### config.mk
export PLATFORM = sky130hd
export DESIGN_NAME = frame_clock_divider
export DESIGN_NICKNAME = d
export VERILOG_FILES = /design/src/rtl/fcd_pkg.sv /design/src/rtl/fcd_regs.sv /design/src/rtl/fcd_timer.sv /design/src/rtl/fcd_rate_gen.sv /design/src/rtl/fcd_pulse_gen.sv /design/src/rtl/frame_clock_divider.sv
export SDC_FILE = /design/constraint.sdc
export NUM_CORES = 1
export LEC_CHECK = 0
export ABC_CLOCK_PERIOD_IN_PS = 2100
export BUFFER_PORTS_ARGS = -buffer_cell sky130_fd_sc_hd__buf_2
export CAP_MARGIN = 20
export CORE_MARGIN = 8
export CORE_UTILIZATION = 50
export DETAILED_ROUTE_END_ITERATION = 10
export PLACE_DENSITY_LB_ADDON = 0.3
export SLEW_MARGIN = 15
export SYNTH_ARGS = -nofsm -noshare
export SYNTH_HDL_FRONTEND = slang
export SYNTH_SLANG_ARGS = --single-unit
### constraint.sdc
create_clock -name clk -period 2.1 [get_ports clk]
set_clock_uncertainty 0.05 [all_clocks]
set_input_delay 0.21 -clock clk [delete_from_list [all_inputs] [get_ports clk]]
set_output_delay 0.21 -clock clk [all_outputs]
set_load 0.02 [all_outputs]
### src/rtl/fcd_pkg.sv
package fcd_pkg;
  localparam int ADDR_W = 3;
  localparam int DATA_W = 8;
  localparam int SEL_W  = 6;
  localparam int RATE_N = 2;

  typedef enum logic [1:0] {
    RATE_OFF  = 2'd0,
    RATE_DIV8 = 2'd1,
    RATE_DIV4 = 2'd2,
    RATE_DIV2 = 2'd3
  } rate_sel_e;

  localparam logic [ADDR_W-1:0] A_MAIN   = 3'd0;
  localparam logic [ADDR_W-1:0] A_RATE_A = 3'd1;
  localparam logic [ADDR_W-1:0] A_RATE_B = 3'd2;
  localparam logic [ADDR_W-1:0] A_FRAME  = 3'd3;
  localparam logic [ADDR_W-1:0] A_MFRAME = 3'd4;
endpackage

### src/rtl/fcd_regs.sv
module fcd_regs
  import fcd_pkg::*;
(
  input  logic              clk,
  input  logic              rst_n,
  input  logic              wr_en,
  input  logic [ADDR_W-1:0] wr_addr,
  input  logic [DATA_W-1:0] wr_data,
  input  logic              apply,
  output logic              main_en,
  output rate_sel_e         rate_sel [RATE_N],
  output logic [SEL_W-1:0]  frame_sel,
  output logic [SEL_W-1:0]  mf_sel
);
  rate_sel_e        stg_rate [RATE_N];
  logic [SEL_W-1:0] stg_frame;
  logic [SEL_W-1:0] stg_mf;

  // staged copies: written immediately, unknown addresses dropped
  always_ff @(posedge clk or negedge rst_n) begin
    if (!rst_n) begin
      main_en   <= 1'b0;
      stg_frame <= '0;
      stg_mf    <= '0;
    end else if (wr_en) begin
      case (wr_addr)
        A_MAIN:   main_en   <= wr_data[0];
        A_FRAME:  stg_frame <= wr_data[SEL_W-1:0];
        A_MFRAME: stg_mf    <= wr_data[SEL_W-1:0];
        default:  ;
      endcase
    end
  end

  for (genvar g = 0; g < RATE_N; g++) begin : g_rate_reg
    localparam logic [ADDR_W-1:0] MY_ADDR = A_RATE_A + ADDR_W'(g);
    always_ff @(posedge clk or negedge rst_n) begin
      if (!rst_n) begin
        stg_rate[g] <= RATE_OFF;
        rate_sel[g] <= RATE_OFF;
      end else begin
        if (wr_en && wr_addr == MY_ADDR)
          stg_rate[g] <= rate_sel_e'(wr_data[1:0]);
        if (apply)
          rate_sel[g] <= stg_rate[g];
      end
    end
  end

  // active copies: moved only at a frame boundary or a sync strobe
  always_ff @(posedge clk or negedge rst_n) begin
    if (!rst_n) begin
      frame_sel <= '0;
      mf_sel    <= '0;
    end else if (apply) begin
      frame_sel <= stg_frame;
      mf_sel    <= stg_mf;
    end
  end
endmodule

### src/rtl/fcd_timer.sv
module fcd_timer #(
  parameter int FRAME_DIV = 19440,
  parameter int MF_LEN    = 4,
  localparam int FW = $clog2(FRAME_DIV),
  localparam int MW = (MF_LEN > 1) ? $clog2(MF_LEN) : 1
) (
  input  logic          clk,
  input  logic          rst_n,
  input  logic          fsync,
  output logic [FW-1:0] frm_cnt,
  output logic [MW-1:0] mf_cnt,
  output logic          apply,
  output logic          frame_start,
  output logic          frm_first_half,
  output logic          mf_first_half,
  output logic          mf_zero
);
  localparam logic [FW-1:0] FRM_LAST = FW'(FRAME_DIV - 1);
  localparam logic [FW-1:0] FRM_HALF = FW'(FRAME_DIV / 2);
  localparam logic [MW-1:0] MF_LAST  = MW'(MF_LEN - 1);
  localparam logic [MW-1:0] MF_HALF  = MW'(MF_LEN / 2);

  logic frm_wrap;
  assign frm_wrap = (frm_cnt == FRM_LAST);

  always_ff @(posedge clk or negedge rst_n) begin
    if (!rst_n) begin
      frm_cnt <= '0;
      mf_cnt  <= '0;
    end else if (fsync) begin
      frm_cnt <= '0;
      mf_cnt  <= '0;
    end else if (frm_wrap) begin
      frm_cnt <= '0;
      mf_cnt  <= (mf_cnt == MF_LAST) ? '0 : mf_cnt + 1'b1;
    end else begin
      frm_cnt <= frm_cnt + 1'b1;
    end
  end

  assign apply          = fsync || frm_wrap;
  assign frame_start    = (frm_cnt == '0);
  assign frm_first_half = (frm_cnt < FRM_HALF);
  assign mf_first_half  = (mf_cnt < MF_HALF);
  assign mf_zero        = (mf_cnt == '0);
endmodule

### src/rtl/fcd_rate_gen.sv
module fcd_rate_gen
  import fcd_pkg::*;
(
  input  logic [2:0] phase_lo,
  input  rate_sel_e  sel,
  output logic       clk_out,
  output logic       oe
);
  always_comb begin
    case (sel)
      RATE_DIV8: clk_out = ~phase_lo[2];
      RATE_DIV4: clk_out = ~phase_lo[1];
      RATE_DIV2: clk_out = ~phase_lo[0];
      default:   clk_out = 1'b0;
    endcase
  end
  assign oe = (sel != RATE_OFF);
endmodule

### src/rtl/fcd_pulse_gen.sv
module fcd_pulse_gen
  import fcd_pkg::*;
#(
  parameter int FW = 15
) (
  input  logic [SEL_W-1:0] sel,
  input  logic [FW-1:0]    phase,
  input  logic             half_on,
  input  logic             zone,
  output logic             clk_out,
  output logic             oe
);
  logic wide;
  assign wide = (phase < FW'(sel));

  always_comb begin
    if (sel == '0)           clk_out = 1'b0;
    else if (sel == SEL_W'(1)) clk_out = half_on;
    else                     clk_out = zone && wide;
  end
  assign oe = (sel != '0);
endmodule

### src/rtl/frame_clock_divider.sv
module frame_clock_divider
  import fcd_pkg::*;
#(
  parameter int FRAME_DIV = 19440,
  parameter int MF_LEN    = 4
) (
  input  logic              clk,
  input  logic              rst_n,
  input  logic              wr_en,
  input  logic [ADDR_W-1:0] wr_addr,
  input  logic [DATA_W-1:0] wr_data,
  input  logic              fsync_in,
  output logic              main_oe,
  output logic              rate_a_out,
  output logic              rate_a_oe,
  output logic              rate_b_out,
  output logic              rate_b_oe,
  output logic              frame_out,
  output logic              frame_oe,
  output logic              mframe_out,
  output logic              mframe_oe
);
  localparam int FW = $clog2(FRAME_DIV);
  localparam int MW = (MF_LEN > 1) ? $clog2(MF_LEN) : 1;

  logic [FW-1:0]    frm_cnt;
  logic [MW-1:0]    mf_cnt;
  logic             apply, frame_start, frm_first_half, mf_first_half, mf_zero;
  rate_sel_e        rate_sel [RATE_N];
  logic [SEL_W-1:0] frame_sel, mf_sel;
  logic [RATE_N-1:0] r_out, r_oe;

  fcd_timer #(.FRAME_DIV(FRAME_DIV), .MF_LEN(MF_LEN)) u_timer (
    .clk(clk), .rst_n(rst_n), .fsync(fsync_in),
    .frm_cnt(frm_cnt), .mf_cnt(mf_cnt), .apply(apply),
    .frame_start(frame_start), .frm_first_half(frm_first_half),
    .mf_first_half(mf_first_half), .mf_zero(mf_zero)
  );

  fcd_regs u_regs (
    .clk(clk), .rst_n(rst_n), .wr_en(wr_en), .wr_addr(wr_addr),
    .wr_data(wr_data), .apply(apply), .main_en(main_oe),
    .rate_sel(rate_sel), .frame_sel(frame_sel), .mf_sel(mf_sel)
  );

  for (genvar g = 0; g < RATE_N; g++) begin : g_rate
    fcd_rate_gen u_rate (
      .phase_lo(frm_cnt[2:0]), .sel(rate_sel[g]),
      .clk_out(r_out[g]), .oe(r_oe[g])
    );
  end

  fcd_pulse_gen #(.FW(FW)) u_frame (
    .sel(frame_sel), .phase(frm_cnt), .half_on(frm_first_half),
    .zone(1'b1), .clk_out(frame_out), .oe(frame_oe)
  );

  fcd_pulse_gen #(.FW(FW)) u_mframe (
    .sel(mf_sel), .phase(frm_cnt), .half_on(mf_first_half),
    .zone(mf_zero), .clk_out(mframe_out), .oe(mframe_oe)
  );

  assign rate_a_out = r_out[0];
  assign rate_a_oe  = r_oe[0];
  assign rate_b_out = r_out[1];
  assign rate_b_oe  = r_oe[1];
endmodule

* Yosys cells after proc, flatten, opt, wreduce, memory -nomap -nowiden
Index checks and enable logic that the tools add are counted.
** Storage, ports and cells
- Register bits after elaboration :: 50
- Input bits :: 15
- Output and inout port bits :: 9
- Word-level logic and storage cells :: 61
** Operators by class
- Add/sub/neg operators :: 2
- $lt $le $gt $ge :: 4
- Equal/unequal tests :: 14
- Muxes and demuxes :: 11
- Bitwise operators :: 3
- Reductions and logical operators :: 16
** Operators with widths (count)
- < comparator 15 x 6 -> 1 bit :: 2
- two-way mux 15 bit :: 2
- adder 15 x 1 -> 15 bit, second input constant :: 1
- equality test 15 bit, second input constant :: 1
- < comparator 15 x 14 -> 1 bit, second input constant :: 1
- equality test 6 x 1 -> 1 bit, second input constant :: 2
- zero test 6 bit :: 2
- nonzero test 6 bit :: 2
- equality test 2 bit, second input constant :: 5
- equality test 3 x 2 -> 1 bit, second input constant :: 2
- two-way mux 2 bit :: 3
- one-hot mux 1 bit (3 select lines) :: 2
- AND reduction 2 bit :: 3
- nonzero test 2 bit :: 3
- equality test 2 x 1 -> 1 bit, second input constant :: 2
- two-way mux 1 bit :: 4
- equality test 3 x 1 -> 1 bit, second input constant :: 1
- equality test 3 bit, second input constant :: 1
- logical AND 1 bit :: 3
- zero test 3 bit :: 1
- inverter 1 bit :: 3
- adder 2 x 1 -> 2 bit, second input constant :: 1
- zero test 2 bit :: 1
- < comparator 2 bit, second input constant :: 1
- logical OR 1 bit :: 1

* Longest topological paths before layout
Gate-level depths: netlist of the first run.
- Depth in word-level cells :: 4
- Depth in mapped cells :: 7
- Depth with buffers taken out :: 6

* Modules after synthesis
From an unflattened synthesis of the first run, not the netlist that was laid out.
** Second synthesis, totals
- Cell total of the unflattened synthesis :: 231
- Area total of the unflattened synthesis :: 2730.1 um^2
** By module, submodules not included
- fcd_regs :: instances 1, cells each 74, area each 1302.5 um^2, sequential area each 825.8 um^2
- fcd_timer :: instances 1, cells each 96, area each 970.9 um^2, sequential area each 425.4 um^2
- fcd_pulse_gen :: instances 2, cells each 26, area each 190.2 um^2, sequential area each 0.0 um^2
- fcd_rate_gen :: instances 2, cells each 4, area each 36.3 um^2, sequential area each 0.0 um^2
- frame_clock_divider :: instances 1, cells each 1, area each 3.8 um^2, sequential area each 0.0 um^2

* Least setup slack after synthesis of the first run
Ideal clock, no wire load.
- Kind :: register -> output
- Start point :: reg u_timer.frm_cnt[1]
- End point :: out frame_out
- Arrival time :: 1.699 ns
- Data required time :: 1.840 ns
- Path slack :: 0.141 ns
- Stages on the path, launching flop included :: 5
- Buffers on the path :: 0
- Path through :: dfrtp_1 > ha_1 > a211o_1 > a2111o_1 > mux2i_1
** Between the ends
- Cells in the longest elaborated chain, start to end :: 3
- Elaborated cells between the ends (all ways) :: 4
- Classes of those cells :: 2 x order compare; 2 x mux
** RTL lines
- from (decl) :: line fcd_timer.sv:10 : output logic [FW-1:0] frm_cnt,
- from (signal assigned) :: line fcd_timer.sv:37 : frm_cnt <= frm_cnt + 1'b1;
- < comparator 15 x 6 -> 1 bit / < comparator 15 x 14 -> 1 bit (equally long branches) :: line fcd_pulse_gen.sv:14, fcd_timer.sv:43
- two-way mux 1 bit * :: line fcd_pulse_gen.sv:18 : else if (sel == SEL_W'(1)) clk_out = half_on;
- two-way mux 1 bit * :: line fcd_pulse_gen.sv:17 : if (sel == '0) clk_out = 1'b0;
- to (decl) :: line frame_clock_divider.sv:18 : output logic frame_out,
Mark *: on every way between the ends. The rest lies on a longest branch, timed or not.

* Final worst setup path of the first run
Same ends and word-level chain as after synthesis.

==> results of run 1 <==
## flip-flops by register name, indices dropped and copies added (netlist names)
register / cells
u_timer.mf_cnt: 2
u_regs.rate_sel: 4
u_regs.mf_sel: 6
u_regs.stg_rate: 4
u_regs.main_en: 1
u_timer.frm_cnt: 15
u_regs.stg_frame: 6
u_regs.stg_mf: 6
u_regs.frame_sel: 6
## stage by stage
step,worst slack (ps),util [%]
2_1_floorplan,141,-
3_3_place_gp,138,56.3
3_5_place_dp,94.3,56.3
4_1_cts,-149,61.1
5_1_grt,-206,63.9
6_report,-125,63.9
## kinds of logic after synthesis
logic type      Yosys count  synth area share [%]
simple gates             80                  17.2
flops                    50                  47.6
mux                      36                  17.3
buf+inv                  17                  3.43
compound gates           15                  4.24
fa+ha+maj                13                  6.19
xor+xnor                 12                  4.00
## area by class of cell
cell class | count | area share (%)
flip-flops and latches | 50 | 38.7
clock buffers | 5 | 2.12
well taps | 70 | 2.70
clock inverters | 3 | 1.47
repair buffers | 49 | 11.6
inverters | 13 | 1.51
multi-input cells | 156 | 41.9
## worst paths after layout
check	from	end	slack [ps]	depth (start not counted)
max	u_timer.frm_cnt[1]	frame_out	-130	5
min	wr_data[2]	u_regs.stg_mf[2]	100	2
max reg2reg	u_timer.frm_cnt[4]	u_regs.frame_sel[2]	30	8
min reg2reg	u_regs.stg_mf[5]	u_regs.mf_sel[5]	450	1
max in group asynchronous	rst_n	u_timer.frm_cnt[5]	1390	3
min in group asynchronous	rst_n	u_timer.frm_cnt[14]	360	3
## routing by layer
metal	wire, µm	part of all wire, %	track usage, %	up-vias
met3	176	3.1	3.71	13
met5	0	0	0	-
li1	-	-	-	906
met1	2610	45	19.2	929
met4	154	2.7	6.61	0
met2	2810	49	26.1	33
## report_power, final
group / total, W / leakage (nW) / switching [W] / internal [W]
combinational: 0.000682 / 0.841 / 0.000306 / 0.000376
clock: 0.000714 / 0.0591 / 0.000350 / 0.000364
sequential: 0.00125 / 0.626 / 0.000128 / 0.00112
## placed cells by master, fill, tap and decap left out, types with 3 or more instances in the layout
| cell type | count |
|---|---|
| dfrtp_1 | 47 |
| o31ai_1 | 4 |
| or2_2 | 3 |
| a21oi_2 | 3 |
| nor3_1 | 6 |
| xnor2_1 | 5 |
| clkbuf_8 | 5 |
| xor2_1 | 7 |
| buf_6 | 3 |
| and4_1 | 4 |
| buf_2 | 19 |
| buf_4 | 23 |
| nand2_1 | 8 |
| ha_1 | 10 |
| nand3_1 | 8 |
| mux2_4 | 16 |
| nor2b_1 | 3 |
| nand4_1 | 6 |
| nand2b_1 | 3 |
| inv_1 | 12 |
| dfrtp_2 | 3 |
| ha_4 | 3 |
| mux2i_1 | 3 |
| nand4b_1 | 5 |
| mux2_2 | 17 |
| nor2_1 | 22 |
## worst register-to-register path, cell delays in order (launching register included)
cell       delay (ps)
dfrtp_2           460
buf_6             130
buf_4             130
buf_4             130
and3b_1           190
and3_4            200
a21o_4            200
clkbuf_16         170
mux2_4            290
## timing repair
item,CTS,global route
hold endpoints to repair,50,0
setup endpoints to repair,2,32
setup buffers,9,8
pin swaps,7,5
gates cloned,0,1
gates resized for setup,10,10
hold buffers,1,0
==> impl_metrics.csv, run 1 <==
group,metric,value,unit
worst_setup_path,start_kind,"flip-flop",
timing,setup_viol,2,
route,drt_wl_total,5750,µm
clock_network,htreeDepth,2,
timing,fin_crit_sh,106,%
place,dpl_cell_area,2860,µm²
logic_synthesis,ys.flop_type,"dfrtp_1",
worst_setup_path,cp-end-kind,"primary output",
route,wire_per_inst,16.6,µm
route,first_iter_violations,123,
route,vias,1881,
floorplan,coreArea,5070,µm²
place,gp_congestion,0.829,
floorplan,rows,26,
status,outcome,"finished, violations left",
route,first_pass_iters,6,
clock_network,cts-buffers-inserted,5,
layout,register_area,1250,µm²
floorplan,die_w,88.5,µm
timing,setup_tns,-146,ps
layout,antenna_cells,0,
route,viasPerCell,5.44,
place,dpl.hpwl,3620,µm
route,drc,0,
layout,multi_input_area,1360,µm²
power,design_power_total,0.00265,W
logic_synthesis,synth_edf_count,0,
power,p_per_area,816,nW/µm²
timing,maxSlewViolCount,0,
layout,fin_cells,346,
clock_network,clkTransAtPathRegs,100,ps
logic_synthesis,syn_nets,251,
layout,drive_gt1_share,39.1,%
logic_synthesis,synth_area_leaders,"dfrtp_1, mux2_2, mux2_4",
global_routing,overflow,0,
layout,stdcell_area,3240,µm²
logic_synthesis,seq_area_frac_synth,47.6,%
clock_network,insertion_delay,310,ps
timing,period_needed,2230,ps
logic_synthesis,synth.cell_area,2630,µm²
clock_network,cts_tree,"done",
timing,layout_setup_ws,-125,ps
worst_setup_path,slowest_delay,430,ps
logic_synthesis,async_reset_ff_share,100,%
logic_synthesis,synthTopCellsByCount,"dfrtp_1, nor2_1, mux2_2",
worst_setup_path,critPathTopFamily,"compound AO/OA/AOI/OAI gates",
global_routing,grt_pass1_wl,9380,µm
logic_synthesis,post-synth-top-count-cell,"dfrtp_1",
timing,hold_ws,96.8,ps
clock_network,cts.path.max_buffers,2,
layout,final_nets,303,
route,drtAntennaViolNets,0,
place,port-buffer-count,21,
worst_setup_path,required,1840,ps
layout,n_fill_cell,422,
global_routing,grt.total_usage,15.8,%
timing,grt_setup_unrepaired,"yes",
worst_setup_path,critical_path_class,"flip-flop to primary output",
worst_setup_path,path_max_fanout,2,
global_routing,grt_pass1_vias,1917,
floorplan,die_y,88.5,µm
floorplan,dieArea,7830,µm²
layout,area.growth.synth_to_final,23.3,%
power,p_leak,1.53,nW
worst_setup_path,cp_slowest_cell,"dfrtp_1",
timing,hold_viol_final,0,
logic_synthesis,synth_warnings,0,
worst_setup_path,crit_buf_inv,1,
global_routing,antenna_found_initial,0,
logic_synthesis,yosys.cell_types.count,37,
global_routing,grt_max_degree,51,
logic_synthesis,yosysTopAreaCell,"dfrtp_1",
floorplan,io_pins,24,
clock_network,cts.sinks,50,
power,peakVddDrop,0.596,mV
status,violations,"negative setup slack",
worst_setup_path,worstPathArrival,1970,ps
timing,max_freq,449,MHz
worst_setup_path,crit_chain,"ha_4, a211o_1, a2111o_1, mux2i_1, buf_4",
run,maxCapViolCount,0,
logic_synthesis,synthDominantCellAreaShare,47.6,%
logic_synthesis,synth-seq-cells,50,
logic_synthesis,avgSynthCellArea,11.8,µm²
floorplan,initial_core_util,51.8,%
logic_synthesis,syn_inst,223,
worst_hold_path,hp-class,"primary input to flip-flop",
timing,tightest_slew,344,ps
clock_network,cts-root-buf,"clkbuf_8",
place,dp.cells,319,
timing,relSlewSlack,76.7,%
(Power assumes the default switching activity.)
==> run 2, diff against run 1 <==
ABC_CLOCK_PERIOD_IN_PS = 2900   (was 2100)
clock period = 2.9 ns   (was 2.1 ns; I/O delays follow)
==> run 2 against run 1 <==
Against the previous run:
- the flow now finishes without violations
- final cell count down 7.8%
- core utilization down 6.6 points
- worst hold slack better by 77 ps
- global-route usage down 1.9 points
- sequential power down 27%
- flip-flop and latch count unchanged
- non-clock buffer count down 27
- highest routed layer unchanged
==> impl_metrics.csv, run 2 (synthesis gave the netlist of run 1 again) <==
group,metric,value,unit
floorplan,die_w,88.5,µm
timing,tightest_slew,759,ps
layout,final_nets,276,
layout,fin_cells,319,
clock_network,cts.sinks,50,
timing,hold_viol_final,0,
layout,drive_gt1_share,27.7,%
clock_network,insertion_delay,310,ps
place,gp_congestion,0.855,
global_routing,grt_pass1_wl,8420,µm
layout,largest_reg_flops,15,
place,port-buffer-count,21,
floorplan,die_y,88.5,µm
route,wire_per_inst,15.3,µm
timing,setup_tns,0,ps
global_routing,overflow,0,
worst_setup_path,cp_slowest_cell,"dfrtp_1",
power,seqPwrFrac,49.9,%
place,dpl.hpwl,3500,µm
layout,largest-register,"u_timer.frm_cnt",
floorplan,coreArea,5070,µm²
worst_setup_path,path_max_fanout,6,
layout,final_common_cell,"dfrtp_1",
layout,stdcell_area,2910,µm²
power,p_comb_share,22.2,%
run,maxCapViolCount,0,
floorplan,rows,26,
route,viasPerCell,5.51,
clock_network,post_cts_buffers,0,
worst_setup_path,required,2560,ps
timing,period_needed,2410,ps
power,switching_share,28.8,%
power,clkPwrFrac,27.9,%
status,outcome,"completed",
route,drtAntennaViolNets,0,
clock_network,cts.path.max_buffers,2,
global_routing,grt_max_degree,51,
timing,relSlewSlack,49.0,%
global_routing,grt_pass1_vias,1751,
route,drt_wl_total,4880,µm
worst_setup_path,critical_path_class,"flip-flop to primary output",
timing,setup_viol,0,
timing,maxSlewViolCount,0,
timing,fin_crit_sh,83.1,%
route,vias,1759,
timing,grt_setup_unrepaired,"no",
route,first_iter_violations,43,
layout,antenna_cells,0,
power,design_power_total,0.00182,W
layout,area.growth.synth_to_final,10.7,%
clock_network,cts_tree,"done",
clock_network,cts_resized,0,
route,drc,0,
power,peakVddDrop,0.388,mV
timing,max_freq,415,MHz
floorplan,initial_core_util,51.8,%
place,dp.cells,310,
worst_setup_path,worstPathArrival,2070,ps
power,p_int,0.00129,W
floorplan,dieArea,7830,µm²
worst_setup_path,start_kind,"flip-flop",
route,first_pass_iters,4,
clock_network,clkTransAtPathRegs,90,ps
global_routing,grt.total_usage,13.9,%
floorplan,io_pins,24,
worst_setup_path,crit_chain,"ha_1, a211o_1, a2111o_1, mux2i_1, buf_2",
place,dpl_cell_area,2780,µm²
clock_network,cts-buffers-inserted,5,
power,power_switching,0.000523,W
clock_network,cts-root-buf,"clkbuf_8",
global_routing,antenna_found_initial,0,
worst_setup_path,cp-end-kind,"primary output",
layout,final_cell_mix,"dfrtp_1, nor2_1, buf_2",
worst_setup_path,slowest_delay,480,ps
clock_network,htreeDepth,2,
worst_hold_path,hp-class,"primary input to flip-flop",
power,p_per_area,625,nW/µm²
power,p_leak,1.36,nW
layout,n_fill_cell,439,
==> run 2: per-layer routing <==
layer  up-vias  wire [µm]  track usage [%]
met4         0         68             4.61
met3         7        179             3.71
li1        845          -                -
met2        32       2380             22.6
met5         -          0                0
met1       875       2250             17.3
==> run 2: power by group through the flow <==
stage	clock network, W	registers [W]	logic, W
after floorplan	0	0.000888	0.000308
after global placement	0	0.000913	0.000390
after detailed placement	0	0.000921	0.000406
after CTS	0.000529	0.000907	0.000408
after global routing	0.000547	0.000925	0.000451
final	0.000507	0.000907	0.000403
==> run 2: critical path: cells and delay by family (launching register included) <==
family | cells | cell delay, ps
AOI/OAI and AO/OA | 2 | 650
muxes | 1 | 120
buffers and inverters | 1 | 180
DFF | 1 | 480
adders and majority gates | 1 | 330
==> run 2: path summary, 6_finish.rpt <==
check                                         from                  end  slack, ps  cells past startpoint
worst max-delay path            u_timer.frm_cnt[1]            frame_out        490                      5
worst min-delay path                      fsync_in    u_timer.mf_cnt[1]        170                      2
worst max register to register  u_timer.frm_cnt[1]   u_regs.rate_sel[1]        740                      5
worst min register to register  u_regs.stg_rate[3]   u_regs.rate_sel[3]        460                      1
max in group asynchronous                    rst_n     u_regs.mf_sel[1]       1900                      2
min in group asynchronous                    rst_n  u_timer.frm_cnt[11]        490                      2
==> run 2: layout make-up <==
class	count	area (µm²)	area share, %
multi-input combinational	156	1290	44.2
clock inverter	3	47.5	1.64
sequential	50	1250	43.0
clock buffer	5	68.8	2.37
inverter	13	48.8	1.68
tap	70	87.6	3.01
timing repair buffer	22	118	4.04
==> run 2: repair_timing <==
| action | 4_1_cts | 5_1_grt |
|---|---|---|
| setup endpoints to repair | 0 | 0 |
| hold buffers | 0 | 1 |
| endpoints found under the hold margin | 0 | 35 |
==> run 2: per-stage QoR <==
stage	setup WS [ps]	hold WS, ps	util (%)
floorplan	861	-55.6	-
global placement	784	434	54.8
detailed placement	740	446	54.8
CTS	459	155	57.1
global route	423	161	57.3
finish	490	174	57.3
